### src/rtl/uart_irq_pkg.sv
package uart_irq_pkg;

  // identification low-nibble codes; values are visible to host software
  localparam logic [3:0] CODE_NONE = 4'h1;
  localparam logic [3:0] CODE_LINE = 4'h6;
  localparam logic [3:0] CODE_TMO  = 4'hC;
  localparam logic [3:0] CODE_RXD  = 4'h4;
  localparam logic [3:0] CODE_THR  = 4'h2;
  localparam logic [3:0] CODE_MDM  = 4'h0;

  // enable-nibble bit positions
  localparam int EN_RXD  = 0;
  localparam int EN_THR  = 1;
  localparam int EN_LINE = 2;
  localparam int EN_MDM  = 3;

  typedef struct packed {
    logic line;
    logic tmo;
    logic rxd;
    logic thr;
    logic mdm;
  } irq_src_t;

  // received-data condition: level compare only applies with FIFOs on
  function automatic logic rx_level_met(input logic fifo_on, input logic dr,
                                        input logic [7:0] cnt, input logic [7:0] trig);
    return dr && (!fifo_on || (cnt >= trig));
  endfunction

  // fixed priority, highest first
  function automatic logic [3:0] pick_code(input irq_src_t s);
    if (s.line)     return CODE_LINE;
    else if (s.tmo) return CODE_TMO;
    else if (s.rxd) return CODE_RXD;
    else if (s.thr) return CODE_THR;
    else if (s.mdm) return CODE_MDM;
    return CODE_NONE;
  endfunction

  function automatic logic [1:0] fifo_tag(input logic fifo_on);
    return fifo_on ? 2'b11 : 2'b00;
  endfunction

endpackage

### src/rtl/uart_irq_ier_ctl.sv
module uart_irq_ier_ctl
  import uart_irq_pkg::*;
#(
  parameter int EN_W   = 4,
  parameter int DATA_W = 8
) (
  input  logic              clk,
  input  logic              rst_n,
  input  logic              ier_wr,
  input  logic [DATA_W-1:0] ier_wdata,
  input  logic              iid_rd,
  input  logic [3:0]        iid_code_q,
  input  logic              thr_load,
  input  logic              thr_drain,
  input  logic              thr_empty,
  output logic [EN_W-1:0]   ier_q,
  output logic [EN_W-1:0]   ier_nxt,
  output logic              thr_pend_q,
  output logic              thr_pend_nxt,
  output logic              thr_en_toggle,
  output logic              thr_rd_clear
);

  assign ier_nxt       = ier_wr ? ier_wdata[EN_W-1:0] : ier_q;
  assign thr_en_toggle = ier_wr && (ier_wdata[EN_THR] != ier_q[EN_THR]);
  assign thr_rd_clear  = iid_rd && (iid_code_q == CODE_THR);

  always_comb begin
    thr_pend_nxt = thr_pend_q;
    if (thr_load)
      thr_pend_nxt = 1'b0;
    else if (thr_en_toggle)
      thr_pend_nxt = ier_wdata[EN_THR] && thr_empty;
    else if (thr_rd_clear)
      thr_pend_nxt = 1'b0;
    else if (thr_drain)
      thr_pend_nxt = 1'b1;
  end

  always_ff @(posedge clk or negedge rst_n) begin
    if (!rst_n) begin
      ier_q      <= '0;
      thr_pend_q <= 1'b0;
    end else begin
      ier_q      <= ier_nxt;
      thr_pend_q <= thr_pend_nxt;
    end
  end

endmodule

### src/rtl/uart_irq_src_gate.sv
module uart_irq_src_gate
  import uart_irq_pkg::*;
#(
  parameter int EN_W  = 4,
  parameter int CNT_W = 5,
  parameter int ERR_W = 4,
  parameter int MDM_W = 4
) (
  input  logic [EN_W-1:0]  ier_nxt,
  input  logic             thr_pend_nxt,
  input  logic [ERR_W-1:0] lsr_err,
  input  logic             data_ready,
  input  logic [CNT_W-1:0] rx_count,
  input  logic [CNT_W-1:0] rx_trig,
  input  logic             rx_timeout,
  input  logic [MDM_W-1:0] msr_delta,
  input  logic             fifo_en,
  output irq_src_t         src
);

  localparam int CMP_W = 8;
  logic [CMP_W-1:0] cnt_ext, trig_ext;

  generate
    if (CNT_W < CMP_W) begin : g_pad
      assign cnt_ext  = {{(CMP_W-CNT_W){1'b0}}, rx_count};
      assign trig_ext = {{(CMP_W-CNT_W){1'b0}}, rx_trig};
    end else begin : g_trunc
      assign cnt_ext  = rx_count[CMP_W-1:0];
      assign trig_ext = rx_trig[CMP_W-1:0];
    end
  endgenerate

  always_comb begin
    src.line = ier_nxt[EN_LINE] && (|lsr_err);
    src.tmo  = ier_nxt[EN_RXD]  && rx_timeout;
    src.rxd  = ier_nxt[EN_RXD]  && rx_level_met(fifo_en, data_ready, cnt_ext, trig_ext);
    src.thr  = ier_nxt[EN_THR]  && thr_pend_nxt;
    src.mdm  = ier_nxt[EN_MDM]  && (|msr_delta);
  end

endmodule

### src/rtl/uart_irq_id_reg.sv
module uart_irq_id_reg
  import uart_irq_pkg::*;
(
  input  logic       clk,
  input  logic       rst_n,
  input  irq_src_t   src,
  input  logic       fifo_en,
  output logic [7:0] iid_q,
  output logic       irq_q
);

  logic [3:0] code_nxt;
  logic       req_nxt;

  assign code_nxt = pick_code(src);
  assign req_nxt  = (src != '0);

  always_ff @(posedge clk or negedge rst_n) begin
    if (!rst_n) begin
      iid_q <= {4'h0, CODE_NONE};
      irq_q <= 1'b0;
    end else begin
      iid_q <= {fifo_tag(fifo_en), 2'b00, code_nxt};
      irq_q <= req_nxt;
    end
  end

endmodule

### src/rtl/uart_irq_encoder.sv
module uart_irq_encoder
  import uart_irq_pkg::*;
#(
  parameter int FIFO_DEPTH = 16,
  parameter int CNT_W      = $clog2(FIFO_DEPTH + 1)
) (
  input  logic             clk,
  input  logic             rst_n,
  input  logic             ier_wr,
  input  logic [7:0]       ier_wdata,
  input  logic             iid_rd,
  input  logic             thr_load,
  input  logic             thr_drain,
  input  logic             thr_empty,
  input  logic [3:0]       lsr_err,
  input  logic             data_ready,
  input  logic [CNT_W-1:0] rx_count,
  input  logic [CNT_W-1:0] rx_trig,
  input  logic             rx_timeout,
  input  logic [3:0]       msr_delta,
  input  logic             fifo_en,
  output logic [3:0]       ier,
  output logic [7:0]       iid,
  output logic             irq
);

  localparam int EN_W = 4;

  logic [EN_W-1:0] ier_q, ier_nxt;
  logic            thr_pend, thr_pend_nxt;
  logic            thr_en_toggle, thr_rd_clear;
  irq_src_t        src;
  logic [7:0]      iid_q;
  logic            irq_q;

  uart_irq_ier_ctl #(.EN_W(EN_W), .DATA_W(8)) u_ier (
    .clk          (clk),
    .rst_n        (rst_n),
    .ier_wr       (ier_wr),
    .ier_wdata    (ier_wdata),
    .iid_rd       (iid_rd),
    .iid_code_q   (iid_q[3:0]),
    .thr_load     (thr_load),
    .thr_drain    (thr_drain),
    .thr_empty    (thr_empty),
    .ier_q        (ier_q),
    .ier_nxt      (ier_nxt),
    .thr_pend_q   (thr_pend),
    .thr_pend_nxt (thr_pend_nxt),
    .thr_en_toggle(thr_en_toggle),
    .thr_rd_clear (thr_rd_clear)
  );

  uart_irq_src_gate #(.EN_W(EN_W), .CNT_W(CNT_W), .ERR_W(4), .MDM_W(4)) u_gate (
    .ier_nxt     (ier_nxt),
    .thr_pend_nxt(thr_pend_nxt),
    .lsr_err     (lsr_err),
    .data_ready  (data_ready),
    .rx_count    (rx_count),
    .rx_trig     (rx_trig),
    .rx_timeout  (rx_timeout),
    .msr_delta   (msr_delta),
    .fifo_en     (fifo_en),
    .src         (src)
  );

  uart_irq_id_reg u_id (
    .clk    (clk),
    .rst_n  (rst_n),
    .src    (src),
    .fifo_en(fifo_en),
    .iid_q  (iid_q),
    .irq_q  (irq_q)
  );

  assign ier = ier_q;
  assign iid = iid_q;
  assign irq = irq_q;

endmodule

### config.mk
export PLATFORM = sky130hd
export DESIGN_NAME = uart_irq_encoder
export DESIGN_NICKNAME = d
export VERILOG_FILES = /design/src/rtl/uart_irq_pkg.sv /design/src/rtl/uart_irq_ier_ctl.sv /design/src/rtl/uart_irq_src_gate.sv /design/src/rtl/uart_irq_id_reg.sv /design/src/rtl/uart_irq_encoder.sv
export SDC_FILE = /design/constraint.sdc
export NUM_CORES = 1
export LEC_CHECK = 0
export ABC_CLOCK_PERIOD_IN_PS = 1700
export BUFFER_PORTS_ARGS = -buffer_cell sky130_fd_sc_hd__buf_4
export CAP_MARGIN = 20
export CELL_PAD_IN_SITES_DETAIL_PLACEMENT = 1
export CELL_PAD_IN_SITES_GLOBAL_PLACEMENT = 1
export CORE_UTILIZATION = 23
export CTS_CLUSTER_DIAMETER = 150
export CTS_CLUSTER_SIZE = 40
export DETAILED_ROUTE_END_ITERATION = 10
export PLACE_DENSITY = 0.83
export SLEW_MARGIN = 25
export SYNTH_ARGS = -nofsm -noshare
export SYNTH_HDL_FRONTEND = slang
export SYNTH_HIERARCHICAL = 1
export SYNTH_SLANG_ARGS = --single-unit
### constraint.sdc
create_clock -name clk -period 1.7 [get_ports clk]
set_input_delay 0.085 -clock clk [delete_from_list [all_inputs] [get_ports clk]]
set_output_delay 0.085 -clock clk [all_outputs]
set_load 0.03 [all_outputs]
==> impl_metrics.toml, run 1 <==
[outcome]
status = "finished, final reports clean"

[sta]
finalCritPeriodShare = 0.985
finalSetupViolCount = 0
fmax_mhz = 597
fin_crit_ps = 1670
fin_skew_ps = 2.47
rsz0062_at_grt = "true"
drv_slew = 0
finalHoldViolCount = 0

[floorplanning]
core-area_sq_mm = 0.00250
die_y_microns = 53.5
fp.dieW_microns = 53.5
dieArea_sq_mm = 0.00286
initial_utilization = 0.244
io_pins = 49
rows = 18

[worst_setup_path]
crit_required_ps = 1830
crit_buf_inv = 0
worst_path_max_delay_cell = "dfrtp_2"
crit_path_max_fanout = 4
crit_family = "simple AND/OR/NAND/NOR gates"
critPathCaptureType = "flip-flop"
worstSetupPathType = "flip-flop to flip-flop"
start_kind = "flip-flop"
arrival_ps = 1800
crit_chain = "mux2_4 -> nand2_1 -> o22ai_2 -> or3_4 -> or3_1"
slowest_delay_ps = 400

[global_route]
grt_remaining_overflow = 0
grt_max_degree = 12
grt_first_pass_wirelength_mm = 2.37
track_usage = 0.117
antenna_found_initial = 0
grt_pass1_vias = 595

[power]
p_per_area_mw_per_mm2 = 720
p_leak_uw = 0.000526
power.total_uw = 731
vdd_drop_max_mv = 0.303

[clock_tree]
clk_latency_ps = 250
clk_pin_slew_ps = 60
cts_sinks = 11
root_buffer = "clkbuf_4"
cts_tree = "done"
numCtsBuffers = 3
htreeDepth = 1
clockBufferDepth = 2

[route]
antenna_left = 0
wire_per_inst_microns = 11.8
vias = 585
routed_wl_mm = 1.58
route.detailed.drc = 0
firstDrtPassIters = 2
drtIter0Drc = 1
viasPerCell = 4.37

[layout]
nNetsFinal = 146
final_area_sq_mm = 0.00102
post-route-util = 0.406
syn_to_final_growth_pct = 66.7
diodes = 0
instances_no_fill = 134
drive_above_1_share = 0.548

[placed_design]
port_buffers = 42
dp.cells = 128
dp_hpwl_mm = 1.32
gp_congestion = 0.625
postPlaceCellArea_sq_um = 958

[logic_synthesis]
synth_area_sq_um = 609
synthCells = 57
yosys_warnings = 6
synth_area_per_cell_sq_um = 10.7

[job]
cap_violations = 0

[hold_path]
holdCritPathClass = "primary input to flip-flop"
final timing paths:
| kind | end | depth (start not counted) | from | slack [ps] |
|---|---|---|---|---|
| worst max-delay path | u_id/irq_q | 5 | u_ier/ier_q[0] | 30 |
| worst min-delay path | u_ier/ier_q[2] | 2 | ier_wdata[2] | 80 |
| worst max register to register | u_id/irq_q | 5 | u_ier/ier_q[0] | 30 |
| worst min register to register | u_ier/ier_q[2] | 1 | u_ier/ier_q[2] | 540 |
| max in group asynchronous | u_id/iid_q[0] | 2 | rst_n | 1280 |
| min in group asynchronous | u_id/iid_q[3] | 2 | rst_n | 200 |
sequential cells by signal (all words and copies together) (netlist names):
register and count:
u_id/iid_q 5, u_id/irq_q 1, u_ier/ier_q 4, u_ier/thr_pend_q 1
cell usage in the layout (no fill, tap or decap):
| master | n |
|---|---|
| nand2b_1 | 1 |
| a21oi_1 | 1 |
| a211oi_2 | 1 |
| inv_1 | 6 |
| mux2_4 | 1 |
| and2_2 | 1 |
| o41a_1 | 2 |
| conb_1 | 2 |
| dfstp_2 | 1 |
| o22ai_2 | 1 |
| buf_4 | 43 |
| or3_1 | 1 |
| and2_1 | 1 |
| ha_1 | 5 |
| nand2_1 | 2 |
| or3_4 | 1 |
| clkbuf_1 | 1 |
| nand4_1 | 1 |
| dfrtp_2 | 1 |
| nor2b_1 | 2 |
| a22o_1 | 1 |
| a21o_1 | 2 |
| xor2_1 | 1 |
| mux2_2 | 3 |
| and2_4 | 1 |
| dlygate4sd3_1 | 2 |
| clkbuf_4 | 3 |
| dfrtp_1 | 9 |
| nor2_1 | 4 |
| nor3_1 | 1 |
| a31oi_1 | 2 |
power by group:
group          total (uW)  internal (uW)  leakage (uW)  switching [uW]
Combinational         265            134      0.000385             131
Clock                 162           90.3     0.0000150            71.6
Sequential            304            291      0.000126            13.6
Total                 731            515      0.000526             216
final cells by class:
class	count	area, sq um
Clock buffer	4	26.3
Fill cell	308	1480
Inverter	6	22.5
Multi-Input combinational cell	38	309
Sequential cell	11	278
Tap cell	30	37.5
Timing Repair Buffer	45	343
routing by layer:
layer | track usage | part of all wire | wire, microns
met5 | 0 | 0 | 0
met4 | 0.0526 | 0.010 | 16
met3 | 0.0230 | 0.072 | 113
met2 | 0.219 | 0.56 | 877
met1 | 0.123 | 0.36 | 571
timing repair:
action,4_1_cts,5_1_grt
gates resized for setup,0,2
setup endpoints to repair,0,1
hold buffers,2,0
buffers inserted,0,0
hold endpoints to repair,12,0
through the flow:
| stage | setup slack (ps) | hold WS, ps | setup TNS, ps |
|---|---|---|---|
| 2_1_floorplan | 3.12 | -211 | 0 |
| 3_3_place_gp | -9.68 | -76.7 | -9.68 |
| 3_5_place_dp | -39.5 | -77.9 | -39.5 |
| 4_1_cts | 22.9 | 74.2 | 0 |
| 5_1_grt | -36.6 | 68.9 | -36.6 |
| 6_report | 26.0 | 81.7 | 0 |
(Power assumes the default switching activity.)
==> run 2: changes to the inputs <==
==> constraint.sdc (replaced) <==
create_clock -name clk -period 1.7 [get_ports clk]
set_input_delay 0.17 -clock clk [delete_from_list [all_inputs] [get_ports clk]]
set_output_delay 0.17 -clock clk [all_outputs]
set_load 0.03 [all_outputs]
==> impl_metrics.toml, run 2 (synthesis gave the netlist of run 1 again) <==
[sta]
fin_skew_ps = 2.47
rsz0062_at_grt = "true"
finalHoldViolCount = 0
tns_ps = 0
finalSetupViolCount = 0
drv_slew = 0
finalCritPeriodShare = 0.985
fin_crit_ps = 1670
fmax_mhz = 597

[route]
antenna_left = 0
firstDrtPassIters = 2
vias = 582
wire_per_inst_microns = 11.5
route.detailed.drc = 0
routed_wl_mm = 1.53
drtIter0Drc = 1
viasPerCell = 4.38

[clock_tree]
root_buffer = "clkbuf_4"
cts_tree = "done"
clk_pin_slew_ps = 60
clockBufferDepth = 2
htreeDepth = 1
clk_latency_ps = 250
numCtsBuffers = 3
cts_sinks = 11

[layout]
diodes = 0
drive_above_1_share = 0.544
final_area_sq_mm = 0.00100
layout_common_cells = "43 x buf_4, 9 x dfrtp_1, 6 x inv_1"
nNetsFinal = 145
largest_register = "u_id/iid_q"
syn_to_final_growth_pct = 64.3
instances_no_fill = 133
final_common_cell = "buf_4"
reg.largest.list = "u_id/iid_q: 5 flops, u_ier/ier_q: 4 flops"
largest_register_ff_count = 5

[outcome]
status = "finished, final reports clean"

[worst_setup_path]
r2r_end = "u_id/irq_q"
rr_startpoint = "u_ier/ier_q[0]"
crit_path_max_fanout = 4
start_kind = "flip-flop"
worstRegToRegCells = 5
worstSetupPathType = "flip-flop to flip-flop"
arrival_ps = 1800
r2r_setup_slack_ps = 30
crit_required_ps = 1830
critPathCaptureType = "flip-flop"

[hold_path]
holdCritPathClass = "primary input to flip-flop"
min_to = "u_id/iid_q[6]"
min_path_cells = 1
worstHoldStart = "fifo_en"

[global_route]
grt_first_pass_wirelength_mm = 2.36
grt_max_degree = 12
track_usage = 0.116
antenna_found_initial = 0
grt_remaining_overflow = 0
grt_pass1_vias = 594

[floorplanning]
rows = 18
initial_utilization = 0.244
die_y_microns = 53.5
core-area_sq_mm = 0.00250
io_pins = 49
fp.dieW_microns = 53.5
dieArea_sq_mm = 0.00286

[placed_design]
gp_congestion = 0.625
dp.cells = 128
postPlaceCellArea_sq_um = 958
port_buffers = 42
dp_hpwl_mm = 1.32

[power]
p_leak_uw = 0.000521
p_per_area_mw_per_mm2 = 725
power.total_uw = 726
vdd_drop_max_mv = 0.303

[job]
cap_violations = 0
-- run 2: cell types whose count changed in the layout (fill, tap and decap cells not counted) --
| cell | before | now |
|---|---|---|
| dlygate4sd3_1 | 2 | 1 |
| a211oi_1 | 0 | 1 |
| a211oi_2 | 1 | 0 |
-- run 2: worst max-delay path by stage --
stage                     cells past startpoint         end  slack [ps]            from
after floorplan                               4  u_id/irq_q           3  u_ier/ier_q[0]
after global placement                        7  u_id/irq_q         -90     rx_count[2]
after detailed placement                      7  u_id/irq_q        -120     rx_count[2]
after CTS                                     5  u_id/irq_q          20  u_ier/ier_q[0]
after global routing                          5  u_id/irq_q         -40  u_ier/ier_q[0]
final                                         5  u_id/irq_q          30  u_ier/ier_q[0]
-- run 2: layout make-up --
| cell class | count | area, sq um |
|---|---|---|
| sequential | 11 | 278 |
| timing repair buffer | 44 | 333 |
| tap | 30 | 37.5 |
| clock buffer | 4 | 26.3 |
| multi-input combinational | 38 | 304 |
| inverter | 6 | 22.5 |
| fill | 308 | 1500 |
-- run 2: timing repair --
action,CTS,global route
hold buffers,1,0
setup endpoints to repair,0,1
resized for setup,0,1
buffers inserted,0,0
hold endpoints to repair,11,0
-- run 2: power breakdown --
group          leakage (uW)  internal, uW  switching, uW  total (uW)
clock network     0.0000150          90.3           71.6         162
logic              0.000380           131            128         260
registers          0.000126           291           13.6         304
-- run 2: metal layers --
layer / wire (microns) / share of wire / global-route usage
met1: 548 / 0.36 / 0.122
met2: 852 / 0.56 / 0.219
met3: 113 / 0.074 / 0.0230
met4: 16 / 0.010 / 0.0526
met5: 0 / 0 / 0
-- run 2: metrics by stage --
| step | setup WS, ps | hold WS (ps) | utilization |
|---|---|---|---|
| floorplan | 3.12 | -126 | - |
| global placement | -94.7 | 8.30 | 0.383 |
| detailed placement | -124 | 7.13 | 0.383 |
| CTS | 22.9 | 25.4 | 0.398 |
| global route | -39.4 | 17.1 | 0.400 |
| finish | 25.2 | 34.8 | 0.400 |
-- run 2: worst max-delay path, stage by stage, from the launching register on --
cell and delay, ps:
dfrtp_2 400, mux2_4 290, nand2_1 90, o22ai_2 90, or3_4 370, or3_1 310
